### config.mk
export PLATFORM = sky130hd
export DESIGN_NAME = lsu_lane_unit
export DESIGN_NICKNAME = d
export VERILOG_FILES = /design/src/rtl/lsu_pkg.sv /design/src/rtl/lsu_ea_calc.sv /design/src/rtl/lsu_lane_decode.sv /design/src/rtl/lsu_load_extract.sv /design/src/rtl/lsu_lane_unit.sv
export SDC_FILE = /design/constraint.sdc
export NUM_CORES = 1
export LEC_CHECK = 0
export ABC_AREA = 1
export BUFFER_PORTS_ARGS = -buffer_cell sky130_fd_sc_hd__buf_2
export CAP_MARGIN = 25
export CORE_ASPECT_RATIO = 0.5
export CORE_MARGIN = 4
export CORE_UTILIZATION = 55
export CTS_CLUSTER_SIZE = 16
export DETAILED_ROUTE_END_ITERATION = 7
export PLACE_DENSITY = 0.93
export SLEW_MARGIN = 20
export SYNTH_ARGS = -nofsm -noshare
export SYNTH_HDL_FRONTEND = slang
export SYNTH_SLANG_ARGS = --single-unit
### constraint.sdc
create_clock -name clk -period 5.8 [get_ports clk]
set_clock_uncertainty 0.1 [all_clocks]
set_input_delay 0.87 -clock clk [delete_from_list [all_inputs] [get_ports clk]]
set_output_delay 0.87 -clock clk [all_outputs]
set_load 0.01 [all_outputs]
### src/rtl/lsu_pkg.sv
// Shared constants and types for the load/store byte-lane unit.
// Assumes a 32-bit data word split into four byte lanes.
package lsu_pkg;
    localparam logic [6:0] OPC_LOAD  = 7'h03;
    localparam logic [6:0] OPC_STORE = 7'h23;

    typedef enum logic [1:0] {
        SZ_BYTE = 2'b00,
        SZ_HALF = 2'b01,
        SZ_WORD = 2'b10,
        SZ_NONE = 2'b11
    } size_e;
endpackage

### src/rtl/lsu_ea_calc.sv
// Effective address adder: base plus sign-extended offset.
// Assumes OFF_W <= ADDR_W; wraps modulo 2**ADDR_W.
module lsu_ea_calc #(
    parameter int ADDR_W = 32,
    parameter int OFF_W  = 12
) (
    input  logic [ADDR_W-1:0] base_i,
    input  logic [OFF_W-1:0]  offset_i,
    output logic [ADDR_W-1:0] ea_o
);
    localparam int EXT_W = ADDR_W - OFF_W;

    logic [ADDR_W-1:0] off_ext;

    // Widen the offset by copying its top bit, then add.
    always_comb begin
        off_ext = {{EXT_W{offset_i[OFF_W-1]}}, offset_i};
        ea_o    = base_i + off_ext;
    end
endmodule

### src/rtl/lsu_lane_decode.sv
// Turns access kind, size code and low address bits into lane enables,
// replicated write data and fault flags. Purely combinational.
// Assumes DATA_W = 32 (four lanes); only one of is_load/is_store is set.
module lsu_lane_decode
    import lsu_pkg::*;
#(
    parameter int DATA_W = 32,
    parameter int LANES  = DATA_W / 8,
    parameter int LIDX_W = $clog2(LANES)
) (
    input  logic              is_load_i,
    input  logic              is_store_i,
    input  logic [2:0]        funct3_i,
    input  logic [LIDX_W-1:0] lane_i,
    input  logic [DATA_W-1:0] st_data_i,
    output logic [LANES-1:0]  be_o,
    output logic [DATA_W-1:0] wdata_o,
    output logic              misaligned_o,
    output logic              illegal_o
);
    size_e            size;
    logic             fault;
    logic [LANES-1:0] be_raw;

    // Classify the size code and check that it is defined for this access.
    always_comb begin
        size      = size_e'(funct3_i[1:0]);
        illegal_o = 1'b0;
        if (is_load_i)
            illegal_o = (size == SZ_NONE) || (funct3_i[2] && size == SZ_WORD);
        else if (is_store_i)
            illegal_o = funct3_i[2] || (size == SZ_NONE);
    end

    // Flag addresses that the size does not allow; illegal codes win.
    always_comb begin
        misaligned_o = 1'b0;
        if ((is_load_i || is_store_i) && !illegal_o) begin
            if (size == SZ_HALF) misaligned_o = lane_i[0];
            if (size == SZ_WORD) misaligned_o = (lane_i != '0);
        end
        fault = illegal_o || misaligned_o;
    end

    for (genvar g = 0; g < LANES; g++) begin : g_lane
        localparam logic [LIDX_W-1:0] LANE_ID = LIDX_W'(g);

        // Per-lane enable and per-lane source byte for the chosen size.
        always_comb begin
            case (size)
                SZ_BYTE: begin
                    be_raw[g]          = (lane_i == LANE_ID);
                    wdata_o[g*8 +: 8]  = st_data_i[7:0];
                end
                SZ_HALF: begin
                    be_raw[g]          = (lane_i[LIDX_W-1] == LANE_ID[LIDX_W-1]);
                    wdata_o[g*8 +: 8]  = st_data_i[(g % 2)*8 +: 8];
                end
                default: begin
                    be_raw[g]          = 1'b1;
                    wdata_o[g*8 +: 8]  = st_data_i[g*8 +: 8];
                end
            endcase
        end
    end

    // Suppress every lane when the access is rejected.
    always_comb be_o = fault ? '0 : be_raw;
endmodule

### src/rtl/lsu_load_extract.sv
// Aligns a returned word to the addressed lane and extends it to full width.
// Assumes DATA_W = 32 and a size code that was accepted at issue.
module lsu_load_extract
    import lsu_pkg::*;
#(
    parameter int DATA_W = 32,
    parameter int LANES  = DATA_W / 8,
    parameter int LIDX_W = $clog2(LANES)
) (
    input  logic [2:0]        funct3_i,
    input  logic [LIDX_W-1:0] lane_i,
    input  logic [DATA_W-1:0] rdata_i,
    output logic [DATA_W-1:0] result_o
);
    logic [DATA_W-1:0] shifted;
    logic              fill;
    size_e             size;

    // Move the addressed lane down to bit 0.
    always_comb shifted = rdata_i >> {lane_i, 3'b000};

    // Choose the fill bit and width from the size and sign code.
    always_comb begin
        size = size_e'(funct3_i[1:0]);
        case (size)
            SZ_BYTE: begin
                fill     = !funct3_i[2] && shifted[7];
                result_o = {{(DATA_W-8){fill}}, shifted[7:0]};
            end
            SZ_HALF: begin
                fill     = !funct3_i[2] && shifted[15];
                result_o = {{(DATA_W-16){fill}}, shifted[15:0]};
            end
            default: begin
                fill     = 1'b0;
                result_o = rdata_i;
            end
        endcase
    end
endmodule

### src/rtl/lsu_lane_unit.sv
// Top of the load/store byte-lane unit. Registers the memory request one
// clock after the core request. Records the lane and size of the last
// issued load, and registers the extended load result one clock after the
// memory returns data. Assumes at most one load is outstanding at a time.
module lsu_lane_unit
    import lsu_pkg::*;
#(
    parameter int ADDR_W = 32,
    parameter int OFF_W  = 12,
    parameter int DATA_W = 32,
    parameter int LANES  = DATA_W / 8,
    parameter int LIDX_W = $clog2(LANES)
) (
    input  logic                     clk,
    input  logic                     rst_n,
    input  logic                     req_valid_i,
    input  logic [6:0]               opcode_i,
    input  logic [2:0]               funct3_i,
    input  logic [ADDR_W-1:0]        base_i,
    input  logic [OFF_W-1:0]         offset_i,
    input  logic [DATA_W-1:0]        store_data_i,
    output logic                     mem_valid_o,
    output logic                     mem_write_o,
    output logic [ADDR_W-LIDX_W-1:0] mem_addr_o,
    output logic [LANES-1:0]         mem_be_o,
    output logic [DATA_W-1:0]        mem_wdata_o,
    output logic                     misaligned_o,
    output logic                     illegal_o,
    input  logic [DATA_W-1:0]        mem_rdata_i,
    input  logic                     mem_rvalid_i,
    output logic                     load_valid_o,
    output logic [DATA_W-1:0]        load_data_o
);
    logic [ADDR_W-1:0] ea;
    logic              is_load, is_store, accept;
    logic [LANES-1:0]  be_c;
    logic [DATA_W-1:0] wdata_c, ext_c;
    logic              mis_c, ill_c;
    logic [2:0]        pend_f3;
    logic [LIDX_W-1:0] pend_lane;

    // Decode which kind of access, if any, is requested this cycle.
    always_comb begin
        is_load  = req_valid_i && (opcode_i == OPC_LOAD);
        is_store = req_valid_i && (opcode_i == OPC_STORE);
        accept   = (is_load || is_store) && !mis_c && !ill_c;
    end

    lsu_ea_calc #(.ADDR_W(ADDR_W), .OFF_W(OFF_W)) ea_i (
        .base_i   (base_i),
        .offset_i (offset_i),
        .ea_o     (ea)
    );

    lsu_lane_decode #(.DATA_W(DATA_W), .LANES(LANES), .LIDX_W(LIDX_W)) dec_i (
        .is_load_i    (is_load),
        .is_store_i   (is_store),
        .funct3_i     (funct3_i),
        .lane_i       (ea[LIDX_W-1:0]),
        .st_data_i    (store_data_i),
        .be_o         (be_c),
        .wdata_o      (wdata_c),
        .misaligned_o (mis_c),
        .illegal_o    (ill_c)
    );

    lsu_load_extract #(.DATA_W(DATA_W), .LANES(LANES), .LIDX_W(LIDX_W)) ext_i (
        .funct3_i (pend_f3),
        .lane_i   (pend_lane),
        .rdata_i  (mem_rdata_i),
        .result_o (ext_c)
    );

    // Register the memory request and the fault flags.
    always_ff @(posedge clk) begin
        if (!rst_n) begin
            mem_valid_o  <= 1'b0;
            mem_write_o  <= 1'b0;
            mem_addr_o   <= '0;
            mem_be_o     <= '0;
            mem_wdata_o  <= '0;
            misaligned_o <= 1'b0;
            illegal_o    <= 1'b0;
        end else begin
            mem_valid_o  <= accept;
            mem_write_o  <= accept && is_store;
            mem_addr_o   <= accept ? ea[ADDR_W-1:LIDX_W] : '0;
            mem_be_o     <= accept ? be_c : '0;
            mem_wdata_o  <= (accept && is_store) ? wdata_c : '0;
            misaligned_o <= mis_c;
            illegal_o    <= ill_c;
        end
    end

    // Remember the size code and lane of the last issued load.
    always_ff @(posedge clk) begin
        if (!rst_n) begin
            pend_f3   <= 3'b010;
            pend_lane <= '0;
        end else if (accept && is_load) begin
            pend_f3   <= funct3_i;
            pend_lane <= ea[LIDX_W-1:0];
        end
    end

    // Register the extended load result when memory returns data.
    always_ff @(posedge clk) begin
        if (!rst_n) begin
            load_valid_o <= 1'b0;
            load_data_o  <= '0;
        end else begin
            load_valid_o <= mem_rvalid_i;
            if (mem_rvalid_i) load_data_o <= ext_c;
        end
    end

    // A rejected access issues nothing and enables no lane.
    p_fault_blocks_r6: assert property (@(posedge clk) disable iff (!rst_n)
        misaligned_o |-> (!mem_valid_o && mem_be_o == '0));
    p_illegal_blocks_r7: assert property (@(posedge clk) disable iff (!rst_n)
        illegal_o |-> (!mem_valid_o && !misaligned_o && mem_be_o == '0));
    // An issued access enables one, two or all lanes.
    p_lane_count_r4: assert property (@(posedge clk) disable iff (!rst_n)
        mem_valid_o |-> ($countones(mem_be_o) == 1 || $countones(mem_be_o) == 2
                         || mem_be_o == '1));
    // A single-lane store carries the same byte in every lane.
    p_byte_copies_r3: assert property (@(posedge clk) disable iff (!rst_n)
        (mem_write_o && $countones(mem_be_o) == 1) |->
        (mem_wdata_o == {LANES{mem_wdata_o[7:0]}}));
    // A write strobe is only seen on an issued access.
    p_write_issued_r2: assert property (@(posedge clk) disable iff (!rst_n)
        mem_write_o |-> mem_valid_o);
    // Returned data yields a result exactly one clock later.
    p_result_latency_r12: assert property (@(posedge clk) disable iff (!rst_n)
        mem_rvalid_i |=> load_valid_o);
    p_no_spurious_result_r12: assert property (@(posedge clk) disable iff (!rst_n)
        !mem_rvalid_i |=> !load_valid_o);
endmodule

==> summary.md <==
| Metric | Value |
|---|---|
| Status | `complete, no violations` |
| Placed inst area | `about 7700 µm²` |
| Max-slew violation count | `0` |
| Met2 GRT Util | `0.487` |
| Synth Area in XOR/XNOR | `0.0162` |
| Pwr Total | `1.84 mW` |
| Most frequent cells in the layout | `278 x nand2_1, 224 x buf_2, 175 x nor2_1, 172 x inv_1, 108 x dfxtp_1` |
| Count of final setup violators | `0` |
| RePlAce Congestion | `0.960` |
| Commonest non-fill, non-tap cell in the layout | `nand2_1` |
| Setup CP Type | `in -> reg` |
| TritonCTS Buffers | `9` |
| Initial Utilization | `0.577` |
| WP data required | `5.97 ns` |
| NumNets Final | `1407` |
| CTS Hold Buffers Added | `0` |
| Seq cells post-synth | `108` |
| Yosys Warn Count | `0` |
| Crit path max fanout | `33` |
| Clock buffer depth | `2` |
| Startpoint class of the critical path | `input port` |
| Synthesized instance count | `between 1000 and 1500` |
| Area growth syn-to-layout | `23.3%` |
| Design Area, Final | `8010 µm²` |
| Die area | `13700 µm²` |
| H-tree levels | `3` |
| Post-synthesis cell type count | `37` |
| Core ar. | `11200 µm²` |
| GRT busiest layer | `met2` |
| Max_cap viols | `0` |
| Clk sinks | `108` |
| Synth top area share | `0.333` |
| Initial antenna violation count | `0` |
| GR met1 Demand/Resource | `0.325` |
| Vias | `about 7300` |
| Avg WL per Cell | `approximately 14 µm` |
| Sequential fraction of the synthesis area | `0.333` |
| Main combinational cell family by area after synthesis | `simple AND/OR/NAND/NOR gates` |
| Number of global-route vias before repair | `6744` |
| WP data arrival | `3.16 ns` |
| Lkg Pwr | `around 4.7 nW` |
| CTS tree | `yes` |
| Final wirelength | `19200 µm` |
| Routed Antenna Nets | `0` |
| Synth Area in Adders | `0.0628` |
| Synth Area in Compound Gates | `0.154` |
| Diodes inserted | `0` |
| Setup TNS | `0 ns` |
| Worst slew pin tran | `0.848 ns` |
| RSZ-0062 raised after global routing | `no` |
| Min cycle time layout | `approximately 3.0 ns` |
| Largest net degree at the start of global routing | `58` |
| Crit path capture type | `register` |
| Slew HR | `0.435` |
| Num ports | `225` |
| Worst VDD drop | `between 0.1 and 0.15 mV` |
| DRT iter0 DRCs | `between 600 and 700` |
| Resized cells post-CTS | `0` |
| PD cells | `approximately 230 nW/µm²` |
| Post-layout util | `0.712` |
| Hold Crit Class | `reg -> reg` |
| Global Route met3 Usage | `0.0505` |
| Mapped cell area | `6490 µm²` |
| Skew-Pair Late Insertion Delay | `0.34 ns` |
| Final global-route overflow total | `0` |
| Fmax | `roughly 0.34 GHz` |
| Area contributors post-synth | `dfxtp_1 33%, nand2_1 16%, nor2_1 10%` |
| Simple-Gate Fraction of Synth Area | `0.310` |
| Final period util | `0.515` |
| Placed Instances | `between 1000 and 1500` |
| Rows | `27` |
| Die Ht | `84.8 µm` |
| Synth Net Count | `1200` |
| Mux cell area share after synthesis | `0` |
| Synth area leader | `dfxtp_1` |
| Fin cells | `1417` |
| Root Driver | `clkbuf_16` |
| Placed wire-length estimate | `15100 µm` |
| Number of setup buffers added after CTS | `0` |
| Total GRT Usage | `0.268` |
| Via/cell ratio | `5.15` |
| Final hold slack | `0.398 ns` |
| Syn avg cell area | `just over 6 µm²` |
| Global-route wire length before repair | `30700 µm` |
| DP Worst Slack | `2.48 ns` |
| Die span in x | `roughly 160 µm` |
| Fin worst setup slack | `about 2.8 ns` |
| DRC | `0` |
| Pre-antenna DRT Iters | `5` |
| Ratio of cells with drive above 1 in the final layout | `0.200` |
| PortBufs | `approximately 220` |
| Clock-pin slew on the worst setup and hold paths | `0.07 ns` |
| Fin. Hold Viols | `0` |
| Filler instances | `approximately 970` |
## power by group
group	leakage [nW]	internal, mW	switching (mW)
clock	0.161	0.386	0.295
sequential	0.878	0.758	0.00845
combinational	3.69	0.146	0.242
## layer usage
layer / share of wire / wire length (µm)
met1: 0.42 / 8140
met5: 0 / 0
met2: 0.49 / 9330
met4: 0.026 / 505
met3: 0.064 / 1220
## cells in the mapped netlist
master	n
nand3_1	24
fa_1	1
and2_1	3
nand3_4	1
nand4_1	5
xnor2_1	2
inv_2	3
clkbuf_1	17
a221oi_1	8
nand3b_1	6
a21oi_4	1
buf_4	1
buf_1	1
o21bai_1	1
o21ai_0	97
a21boi_0	1
o211ai_1	3
inv_1	172
buf_2	6
dfxtp_1	108
xor2_1	10
o21ai_1	4
a21oi_2	1
clkinv_1	1
inv_4	1
nor3b_2	1
nor3b_1	1
nor3_1	6
nand2_4	1
nand2_1	278
buf_6	3
a21o_1	4
a21oi_1	66
ha_1	31
nor3_2	1
nor2_1	175
or2_2	1
## layout make-up
| cell class | instances | area [µm²] | area share |
|---|---|---|---|
| clock buffers | 9 | 225 | 0.0281 |
| repair buffers | 224 | 1120 | 0.140 |
| inverters | 177 | 667 | 0.0833 |
| well taps | 159 | 199 | 0.0249 |
| multi-input cells | 733 | 3520 | 0.440 |
| flip-flops and latches | 108 | 2160 | 0.270 |
| clock inverters | 7 | 109 | 0.0136 |
## flip-flops by register name, summed over array words and instances, names as in the netlist
register	count
misaligned_o	1
pend_f3	3
load_data_o	32
mem_addr_o	30
illegal_o	1
pend_lane	2
mem_write_o	1
mem_be_o	4
load_valid_o	1
mem_valid_o	1
mem_wdata_o	32
## kinds of logic after synthesis
group | after synthesis
AO/OA/AOI/OAI | 186
buffers and inverters | 205
AND/OR/NAND/NOR | 503
flip-flops | 108
adder cells (fa/ha/maj) | 32
XOR/XNOR | 12
## final timing paths
kind / start / to / slack [ns] / depth (start not counted)
max: base_i[0] / mem_wdata_o[25] / 2.82 / 10
min: load_data_o[15] / load_data_o[15] / 0.40 / 2
max reg2reg: pend_lane[0] / load_data_o[27] / 3.50 / 7
min reg2reg: load_data_o[15] / load_data_o[15] / 0.40 / 2
## critical path: stages
cell and delay [ns]:
buf_2 0.10, ha_1 0.26, fa_1 0.53, nor2_1 0.14
nor3_1 0.06, a21oi_2 0.23, nand3_4 0.27, inv_4 0.27
nand2_4 0.24, nor2_1 0.17
Note: power is estimated with default switching activity, not from simulation.
